<file path="src/rtl/tmr_pkg.sv">
package tmr_pkg;
  localparam int CNT_W  = 16;
  localparam int BYTE_W = 8;
  localparam int MODE_W = 3;

  typedef enum logic [1:0] {
    ACC_LATCH = 2'd0,
    ACC_LO    = 2'd1,
    ACC_HI    = 2'd2,
    ACC_WORD  = 2'd3
  } acc_t;

  // Codes 6 and 7 fold onto 2 and 3.
  function automatic logic [MODE_W-1:0] fold_mode(input logic [MODE_W-1:0] m);
    return (m[2] && m[1]) ? {1'b0, m[1:0]} : m;
  endfunction
endpackage

</file>
<file path="src/rtl/tmr_ctrl_decode.sv">
module tmr_ctrl_decode
  import tmr_pkg::*;
#(
  parameter int NCH = 3,
  parameter int AW  = 2
) (
  input  logic [AW-1:0]     addr,
  input  logic              wr_en,
  input  logic [BYTE_W-1:0] wdata,
  output logic [NCH-1:0]    cfg_we,
  output logic [NCH-1:0]    cnt_lat,
  output logic [NCH-1:0]    st_lat,
  output logic [NCH-1:0]    data_we,
  output acc_t              cfg_acc,
  output logic [MODE_W-1:0] cfg_mode,
  output logic              cfg_bcd
);
  localparam logic [AW-1:0] CTRL_ADDR = AW'(NCH);

  logic       ctl;
  logic       multi;
  logic [1:0] sel;

  assign ctl      = wr_en && (addr == CTRL_ADDR);
  assign sel      = wdata[7:6];
  assign multi    = (sel == 2'd3);
  assign cfg_acc  = acc_t'(wdata[5:4]);
  assign cfg_mode = fold_mode(wdata[3:1]);
  assign cfg_bcd  = wdata[0];

  for (genvar i = 0; i < NCH; i++) begin : g_dec
    logic hit;
    assign hit        = ctl && !multi && (sel == 2'(i));
    assign cfg_we[i]  = hit && (cfg_acc != ACC_LATCH);
    assign cnt_lat[i] = (hit && (cfg_acc == ACC_LATCH)) ||
                        (ctl && multi && wdata[i+1] && !wdata[5]);
    assign st_lat[i]  = ctl && multi && wdata[i+1] && !wdata[4];
    assign data_we[i] = wr_en && (addr == AW'(i));
  end
endmodule

</file>
<file path="src/rtl/tmr_chan_regs.sv">
module tmr_chan_regs
  import tmr_pkg::*;
(
  input  logic              clk,
  input  logic              rst,
  input  logic              cfg_we,
  input  acc_t              cfg_acc,
  input  logic [MODE_W-1:0] cfg_mode,
  input  logic              cfg_bcd,
  input  logic              cnt_lat,
  input  logic              st_lat,
  input  logic              data_we,
  input  logic [BYTE_W-1:0] wdata,
  input  logic              rd_sel,
  input  logic [CNT_W-1:0]  live,
  input  logic              out_lvl,
  output logic              load_stb,
  output logic [CNT_W-1:0]  load_val,
  output logic [MODE_W-1:0] mode,
  output logic              bcd,
  output logic [BYTE_W-1:0] rd_byte
);
  acc_t              acc;
  acc_t              lat_st;     // ACC_LATCH means no count snapshot held
  logic              wr_hi;
  logic              rd_hi;
  logic [BYTE_W-1:0] hold;
  logic [CNT_W-1:0]  lat_cnt;
  logic              st_pend;
  logic [BYTE_W-1:0] st_byte;

  always_comb begin
    if (st_pend) begin
      rd_byte = st_byte;
    end else if (lat_st != ACC_LATCH) begin
      rd_byte = (lat_st == ACC_HI) ? lat_cnt[15:8] : lat_cnt[7:0];
    end else begin
      unique case (acc)
        ACC_HI:   rd_byte = live[15:8];
        ACC_WORD: rd_byte = rd_hi ? live[15:8] : live[7:0];
        default:  rd_byte = live[7:0];
      endcase
    end
  end

  always_ff @(posedge clk) begin
    if (rst) begin
      acc      <= ACC_WORD;
      mode     <= '0;
      bcd      <= 1'b0;
      wr_hi    <= 1'b0;
      rd_hi    <= 1'b0;
      hold     <= '0;
      lat_st   <= ACC_LATCH;
      lat_cnt  <= '0;
      st_pend  <= 1'b0;
      st_byte  <= '0;
      load_stb <= 1'b0;
      load_val <= '0;
    end else begin
      load_stb <= 1'b0;
      if (cfg_we) begin
        acc   <= cfg_acc;
        mode  <= cfg_mode;
        bcd   <= cfg_bcd;
        wr_hi <= 1'b0;
        rd_hi <= 1'b0;
      end
      if (cnt_lat && (lat_st == ACC_LATCH)) begin
        lat_cnt <= live;
        lat_st  <= acc;
      end
      if (st_lat && !st_pend) begin
        st_byte <= {out_lvl, 1'b0, acc, mode, bcd};
        st_pend <= 1'b1;
      end
      if (data_we) begin
        unique case (acc)
          ACC_HI: begin
            load_val <= {wdata, 8'h00};
            load_stb <= 1'b1;
          end
          ACC_WORD: begin
            if (wr_hi) begin
              load_val <= {wdata, hold};
              load_stb <= 1'b1;
            end else begin
              hold <= wdata;
            end
            wr_hi <= !wr_hi;
          end
          default: begin
            load_val <= {8'h00, wdata};
            load_stb <= 1'b1;
          end
        endcase
      end
      if (rd_sel) begin
        if (st_pend) begin
          st_pend <= 1'b0;
        end else if (lat_st != ACC_LATCH) begin
          lat_st <= (lat_st == ACC_WORD) ? ACC_HI : ACC_LATCH;
        end else if (acc == ACC_WORD) begin
          rd_hi <= !rd_hi;
        end
      end
    end
  end
endmodule

</file>
<file path="src/rtl/tmr_host_if.sv">
module tmr_host_if
  import tmr_pkg::*;
#(
  parameter int NCH = 3,
  parameter int AW  = 2
) (
  input  logic                  clk,
  input  logic                  rst,
  input  logic [AW-1:0]         addr,
  input  logic                  wr_en,
  input  logic                  rd_en,
  input  logic [BYTE_W-1:0]     wdata,
  output logic [BYTE_W-1:0]     rdata,
  output logic [NCH-1:0]        load_stb,
  output logic [NCH*CNT_W-1:0]  load_val,
  output logic [NCH*MODE_W-1:0] mode_o,
  output logic [NCH-1:0]        bcd_o,
  input  logic [NCH*CNT_W-1:0]  live_cnt,
  input  logic [NCH-1:0]        ch_out
);
  logic [NCH-1:0]    cfg_we, cnt_lat, st_lat, data_we, rd_sel;
  acc_t              cfg_acc;
  logic [MODE_W-1:0] cfg_mode;
  logic              cfg_bcd;
  logic [BYTE_W-1:0] rd_bytes [NCH];
  logic              rd_go;

  assign rd_go = rd_en && !wr_en;

  tmr_ctrl_decode #(.NCH(NCH), .AW(AW)) u_dec (
    .addr(addr), .wr_en(wr_en), .wdata(wdata),
    .cfg_we(cfg_we), .cnt_lat(cnt_lat), .st_lat(st_lat), .data_we(data_we),
    .cfg_acc(cfg_acc), .cfg_mode(cfg_mode), .cfg_bcd(cfg_bcd)
  );

  for (genvar i = 0; i < NCH; i++) begin : g_ch
    assign rd_sel[i] = rd_go && (addr == AW'(i));
    tmr_chan_regs u_ch (
      .clk(clk), .rst(rst),
      .cfg_we(cfg_we[i]), .cfg_acc(cfg_acc), .cfg_mode(cfg_mode), .cfg_bcd(cfg_bcd),
      .cnt_lat(cnt_lat[i]), .st_lat(st_lat[i]), .data_we(data_we[i]),
      .wdata(wdata), .rd_sel(rd_sel[i]),
      .live(live_cnt[i*CNT_W +: CNT_W]), .out_lvl(ch_out[i]),
      .load_stb(load_stb[i]), .load_val(load_val[i*CNT_W +: CNT_W]),
      .mode(mode_o[i*MODE_W +: MODE_W]), .bcd(bcd_o[i]),
      .rd_byte(rd_bytes[i])
    );
  end

  always_ff @(posedge clk) begin
    if (rst) begin
      rdata <= '0;
    end else if (rd_go) begin
      rdata <= (int'(addr) < NCH) ? rd_bytes[addr] : '0;
    end
  end
endmodule

</file>
<file path="config.mk">
export PLATFORM = sky130hd
export DESIGN_NAME = tmr_host_if
export DESIGN_NICKNAME = d
export VERILOG_FILES = /design/src/rtl/tmr_pkg.sv /design/src/rtl/tmr_ctrl_decode.sv /design/src/rtl/tmr_chan_regs.sv /design/src/rtl/tmr_host_if.sv
export SDC_FILE = /design/constraint.sdc
export NUM_CORES = 1
export LEC_CHECK = 0
export CAP_MARGIN = 20
export CORE_MARGIN = 5
export CORE_UTILIZATION = 55
export CTS_CLUSTER_DIAMETER = 80
export DETAILED_ROUTE_END_ITERATION = 6
export PLACE_DENSITY = 0.81
export SLEW_MARGIN = 0
export SYNTH_ARGS = -nofsm -noshare
export SYNTH_HDL_FRONTEND = slang
export SYNTH_HIERARCHICAL = 1
export SYNTH_SLANG_ARGS = --single-unit
</file>
<file path="constraint.sdc">
create_clock -name clk -period 2.7 [get_ports clk]
set_input_delay 0.405 -clock clk [delete_from_list [all_inputs] [get_ports clk]]
set_output_delay 0.405 -clock clk [all_outputs]
set_load 0.02 [all_outputs]
</file>
* After elaboration in Yosys (flattened, before gate mapping)
Index checks and enable logic that the tools add are counted.
** Storage, ports and cells
- Register bits after elaboration :: 185
- Word-level logic and storage cells :: 217
- Input bits :: 65
- Output and inout bits :: 71
** Cells by class
- Multiplexer cells :: 80
- Order comparisons :: 2
- Bitwise gates (word level) :: 7
- Equal/unequal tests :: 21
- Reduce and logical (&&, ||, !) cells :: 70
** Operators with widths (number)
- 2-to-1 mux 8 bit :: 15
- one-hot mux 16 bit (2 select lines) :: 3
- 2-to-1 mux 16 bit :: 3
- one-hot mux 8 bit (2 select lines) :: 3
- 2-to-1 mux 1 bit :: 39
- logical AND 1 bit :: 35
- == test 2 bit, second input constant :: 16
- 2-to-1 mux 2 bit :: 15
- binary-select mux 8 bit (select 2 bit) :: 1
- logical NOT 1 bit :: 13
- logical NOT 2 bit :: 6
- AND reduction 3 bit :: 3
- nonzero test 2 bit :: 4
- inequality test 2 x 1 -> 1 bit, second input constant :: 3
- inverter 1 bit :: 6
- AND reduction 2 bit :: 3
- OR reduction 2 bit :: 3
- == test 2 x 1 -> 1 bit, second input constant :: 2
- greater-or-equal comparator 3 bit, second input constant :: 1
- logical OR 1 bit :: 3
- 2-to-1 mux 3 bit :: 1
- inverter 2 -> 3 bit :: 1
- less-than comparator 2 bit, second input constant :: 1

* Logic depth before layout (Yosys ltp)
- Word-level depth :: 11
- Mapped depth :: 8
- Depth with buffers taken out :: 6

* Hierarchy
Netlist, hierarchy kept.
** By module, submodules not included
- tmr_chan_regs :: cells an instance 323, area an instance 2647.5 um^2, seq. area each 1181.1 um^2, times used 3
- tmr_host_if :: cells an instance 52, area an instance 521.8 um^2, seq. area each 160.2 um^2, times used 1
- tmr_ctrl_decode :: cells an instance 31, area an instance 205.2 um^2, seq. area each 0.0 um^2, times used 1

* Worst setup path before layout
Ideal clock, no wire load.
- Kind :: input-to-reg
- From :: input port wdata[6]
- To :: register g_ch[2].u_ch.lat_cnt[8]
- Setup time :: 132 ps
- Buffers on the path :: 2
- Data arrival time :: 1797 ps
- Data required time :: 2568 ps
- Stages on the path :: 7
- Path slack :: 770 ps
- Cells stage by stage :: or2_1 -> a2111oi_2 -> or3b_1 -> clkbuf_1 -> buf_2 -> nand2_1 -> a21oi_1
** On the way
- Word-level cells in the longest chain between the ends :: 7
- Elaborated cells between the ends (all ways) :: 11
- Classes of those cells :: eq/ne (2); reduce/logical (9)
** RTL lines
- start: declaration :: RTL line tmr_host_if.sv:12 : input logic [BYTE_W-1:0] wdata,
- == test 2 bit :: RTL line tmr_ctrl_decode.sv:26 : assign multi = (sel == 2'd3);
- logical NOT 1 bit :: RTL line tmr_ctrl_decode.sv:33 : assign hit = ctl && !multi && (sel == 2'(i));
- logical AND 1 bit (2 in series) :: RTL line tmr_ctrl_decode.sv:33
- logical AND 1 bit :: RTL line tmr_ctrl_decode.sv:35 : assign cnt_lat[i] = (hit && (cfg_acc == ACC_LATCH)) ||
- logical OR 1 bit (*) :: RTL line tmr_ctrl_decode.sv:35
- named net cnt_lat[2] :: RTL line tmr_host_if.sv:21 : logic [NCH-1:0] cfg_we, cnt_lat, st_lat, data_we, rd_sel;
- logical AND 1 bit (*) :: RTL line tmr_chan_regs.sv:69 : if (cnt_lat && (lat_st == ACC_LATCH)) begin
- end signal: assignment :: RTL line tmr_chan_regs.sv:70 : lat_cnt <= live;
- end: declaration :: RTL line tmr_chan_regs.sv:28 : logic [CNT_W-1:0] lat_cnt;
The timed path passes the listed nets; every way through them passes the cells marked *.
A chain may end at the register's enable or synchronous reset.

==> Implementation_results.wiki <==
{| class="wikitable"
! Metric !! Value
|-
| Run status || completed
|-
| Static leakage power || 0.00375 uW
|-
| Count of placed standard cells including taps || 1338
|-
| Yosys reg bits || 185
|-
| Top library cells by usage in the layout, fill and taps aside || sky130_fd_sc_hd__nand2_1, sky130_fd_sc_hd__dfxtp_1, sky130_fd_sc_hd__clkdlybuf4s50_1
|-
| Post-Syn Nets || 1117
|-
| Worst r2r path cells || 6
|-
| Worst-path clk slew || 70 ps
|-
| Count of final max-slew check failures || 0
|-
| WP buf/inv || 0
|-
| Number of warning messages in the yosys log || 6
|-
| Setup-violating endpoint count in the final report || 0
|-
| Final-stage net count || 1211
|-
| Unrepaired setup endpoints after global routing || no
|-
| TritonCTS clock tree || done
|-
| Arr. time, crit path || 2740 ps
|-
| Sequential fraction of design power || 46.1%
|-
| Router iterations before antenna repair || 6
|-
| Initial cell density of the core || 56.6%
|-
| Synth Cell Area || 0.00867 sq mm
|-
| Number of enable-type register cells in the synthesized netlist || 0
|-
| Routed WL || 25200 um
|-
| Startpoint of the most critical hold path || g_ch[2].u_ch/lat_cnt[12]$_SDFFE_PP0P_
|-
| Mapped Avg Cell Area || 8.24 sq um
|-
| Clock tree skew after final layout || 7.12 ps
|-
| Number of hold violations in the final report || 0
|-
| Power density normalized to cell area || 560 mW/mm^2
|-
| Chip width || 136 um
|-
| Startpoint class of the critical path || flip-flop
|-
| Worst vdd ir || 0.470 mV
|-
| Antenna Violating Nets Remaining || 0
|-
| Maximum clock frequency || 0.416 GHz
|-
| Most common library cell in the layout ignoring fill and taps || sky130_fd_sc_hd__nand2_1
|-
| Number of standard cells after synthesis || 1052
|-
| Cell breakdown of the critical path || nor2_1, o211ai_1, a32oi_1, mux2_4, a222oi_1, a211oi_1
|-
| Antenna cell count || 0
|-
| Overall die area || 0.0184 sq mm
|-
| Setup fix buffers added after clock tree synthesis || 0
|-
| Setup crit end || rdata[5]$_SDFFE_PP0P_
|-
| Maximum number of pins on one net before global-route repair || 58
|-
| Clock power frac || 44.1%
|-
| Switching share of power || 23.4%
|-
| Shortest clock period the worst path allows after layout || 2400 ps
|-
| Overflow left after global routing || 0
|-
| Max H-tree Level || 4
|-
| Setup total negative slack || 0 ps
|-
| DRC errors left || 0
|-
| Biggest cell delay along the critical path || 750 ps
|-
| Switching Power || 1420 uW
|-
| Synthesis-to-finish area growth || 24.8%
|-
| Ys flop type || sky130_fd_sc_hd__dfxtp_1
|-
| DRT iter0 DRCs || 850
|-
| Global routing usage summed across all routing layers || 26.9%
|-
| Count of cell types in the netlist || 49
|-
| Number of placed I/O pins || 136
|-
| Number of logic stages on the critical path including buffering || 6
|-
| DPL Wire Length || 16600 um
|-
| Cell-internal power || 4650 uW
|-
| Sequential cell area fraction in the yosys report || 42.7%
|-
| DR vias || 8390
|-
| Core region area || 0.0153 sq mm
|-
| Number of instances on the worst hold path || 2
|-
| Endpoint type of the worst setup path || flip-flop
|-
| Worst reg2reg path endpoint || rdata[5]$_SDFFE_PP0P_
|-
| Fraction of registers with async set or reset after synthesis || 0%
|-
| Quantity of hold-fixing buffers added after cts || 0
|-
| Resized cells post-CTS || 0
|-
| Worst hold-check path type || reg -> reg
|-
| Number of antenna violations at the first check in global routing || 0
|-
| Root Driver || sky130_fd_sc_hd__clkbuf_16
|-
| Row Count || 45
|-
| Final worst path period share || 89.1%
|-
| Worst rel slew slack || 32.2%
|-
| IO buf count || 135
|-
| Die Span Y || 136 um
|-
| Max Buffers Root-to-Sink || 2
|-
| Crit Reg-Reg Startpoint || g_ch[2].u_ch/lat_st[1]$_SDFF_PP0_
|-
| Post-layout instance count excluding filler cells || 1370
|-
| Critical path fanouts, max || 15
|-
| Clock sink count || 185
|-
| Transition time at the pin with the least slew margin || 1010 ps
|-
| Critical path data required time || 3030 ps
|-
| Global-route wire length before repair || 39800 um
|-
| Logic gate share of total power || 9.9%
|-
| Slowest stage cell, crit path || sky130_fd_sc_hd__nor2_1
|-
| Crit Path Class || reg -> reg
|-
| Crit path launch || g_ch[2].u_ch/lat_st[1]$_SDFF_PP0_
|-
| Detail-routed via count per cell || 6.12
|-
| Dominant delay contributor by cell family on the critical path || compound AO/OA/AOI/OAI gates
|-
| Number of maximum-capacitance violations || 0
|-
| Final Wtd Congestion || 0.853
|-
| Routed wire per std cell || 18.4 um
|-
| TritonCTS buffer count || 17
|-
| Worst-case register-to-register setup slack || 300 ps
|-
| Source-to-sink clock delay at the later pin of the worst-skew pair || 430 ps
|-
| Vias in the first global route || 7744
|-
| Share of final-layout standard cells stronger than drive strength 1 || 8.89%
|}
Yosys cell counts (all sizes together), types with 3 or more instances:
cell type	number	area share [%]
a22oi	3	0.26
a211o	3	0.30
a32oi	21	2.1
nand4b	3	0.30
buf	68	4.2
or3b	3	0.30
o311ai	3	0.30
a311oi	24	2.4
inv	38	1.6
a222oi	8	0.92
nor2	44	2.0
a211oi	30	2.6
clkbuf	35	1.5
nor3	5	0.29
mux2	8	1.3
o21ai	30	1.7
nand3	29	1.7
nor3b	8	1.1
mux2i	36	4.2
nand2b	13	1.0
nand2	191	8.3
nand3b	3	0.39
nor4	3	0.22
o211ai	27	2.3
and3b	25	2.5
and4b	3	0.35
nor2b	6	0.43
a21oi	132	7.6
dfxtp	185	43
or2	5	0.36
a31oi	3	0.22
and3	3	0.22
or4	3	0.26
nand4	45	3.2
logic make-up after synthesis:
group / count (synthesis) / synth area share [%]
flops: 185 / 42.7
mux: 44 / 5.46
simple gates: 394 / 23.1
buf+inv: 142 / 7.43
compound gates: 287 / 21.3
worst min path at each step:
stage / to / slack, ps
3_3_place_gp: g_ch[2].u_ch/lat_cnt[9]$_SDFFE_PP0P_ / 440
2_1_floorplan: g_ch[0].u_ch/lat_cnt[10]$_SDFFE_PP0P_ / 430
5_1_grt: g_ch[1].u_ch/bcd$_SDFFE_PP0P_ / 460
6_report: g_ch[2].u_ch/lat_cnt[12]$_SDFFE_PP0P_ / 450
3_5_place_dp: g_ch[2].u_ch/lat_cnt[12]$_SDFFE_PP0P_ / 440
4_1_cts: g_ch[2].u_ch/mode[0]$_SDFFE_PP0P_ / 430
state kept, by name, summed over array words and instances, names as in the netlist:
register            cells
g_ch.u_ch/hold         24
g_ch.u_ch/lat_cnt      48
g_ch.u_ch/load_stb      3
g_ch.u_ch/wr_hi         3
g_ch.u_ch/load_val     48
g_ch.u_ch/rd_hi         3
g_ch.u_ch/bcd           3
g_ch.u_ch/mode          9
g_ch.u_ch/st_byte      21
rdata                   8
g_ch.u_ch/acc           6
g_ch.u_ch/lat_st        6
g_ch.u_ch/st_pend       3
per-stage QoR:
step | util (%) | cell area, sq um | setup WS, ps | hold WS (ps) | power [uW]
floorplan | - | 8670 | 770 | 432 | 3160
global placement | 66.5 | 10200 | 117 | 437 | 3430
detailed placement | 66.5 | 10200 | 42.0 | 444 | 3440
CTS | 70.7 | 10800 | 308 | 431 | 6080
global route | 70.7 | 10800 | 197 | 459 | 6250
finish | 70.7 | 10800 | 295 | 451 | 6060
worst register-to-register path, cell delays in order (launching register included):
cell and delay (ps):
sky130_fd_sc_hd__dfxtp_1 320, sky130_fd_sc_hd__nor2_1 750, sky130_fd_sc_hd__o211ai_1 200, sky130_fd_sc_hd__a32oi_1 480, sky130_fd_sc_hd__mux2_4 240, sky130_fd_sc_hd__a222oi_1 60, sky130_fd_sc_hd__a211oi_1 260
final cells by class:
cell class / instances / area, sq um
multi-input cells: 725 / 4350
clock inverters: 11 / 169
fillers: 1229 / 4490
inverters: 39 / 146
well taps: 211 / 264
clock buffers: 21 / 470
repair buffers: 178 / 1720
flip-flops and latches: 185 / 3700
layer usage:
metal	routed length [um]	vias to the layer above	global-route usage [%]
met3	2090	47	5.94
met5	0	-	0
met4	565	0	9.52
li1	-	3972	-
met2	12100	406	43.9
met1	10500	3965	35.1
power by group through the flow:
| stage | clock network, uW | registers (uW) | logic, uW |
|---|---|---|---|
| 4_1_cts | 2700 | 2790 | 589 |
| 2_1_floorplan | 0 | 2870 | 298 |
| 3_3_place_gp | 0 | 2850 | 579 |
| 5_1_grt | 2820 | 2800 | 634 |
| 3_5_place_dp | 0 | 2850 | 585 |
| 6_report | 2670 | 2790 | 598 |
Note: power is estimated with default switching activity, not from simulation.
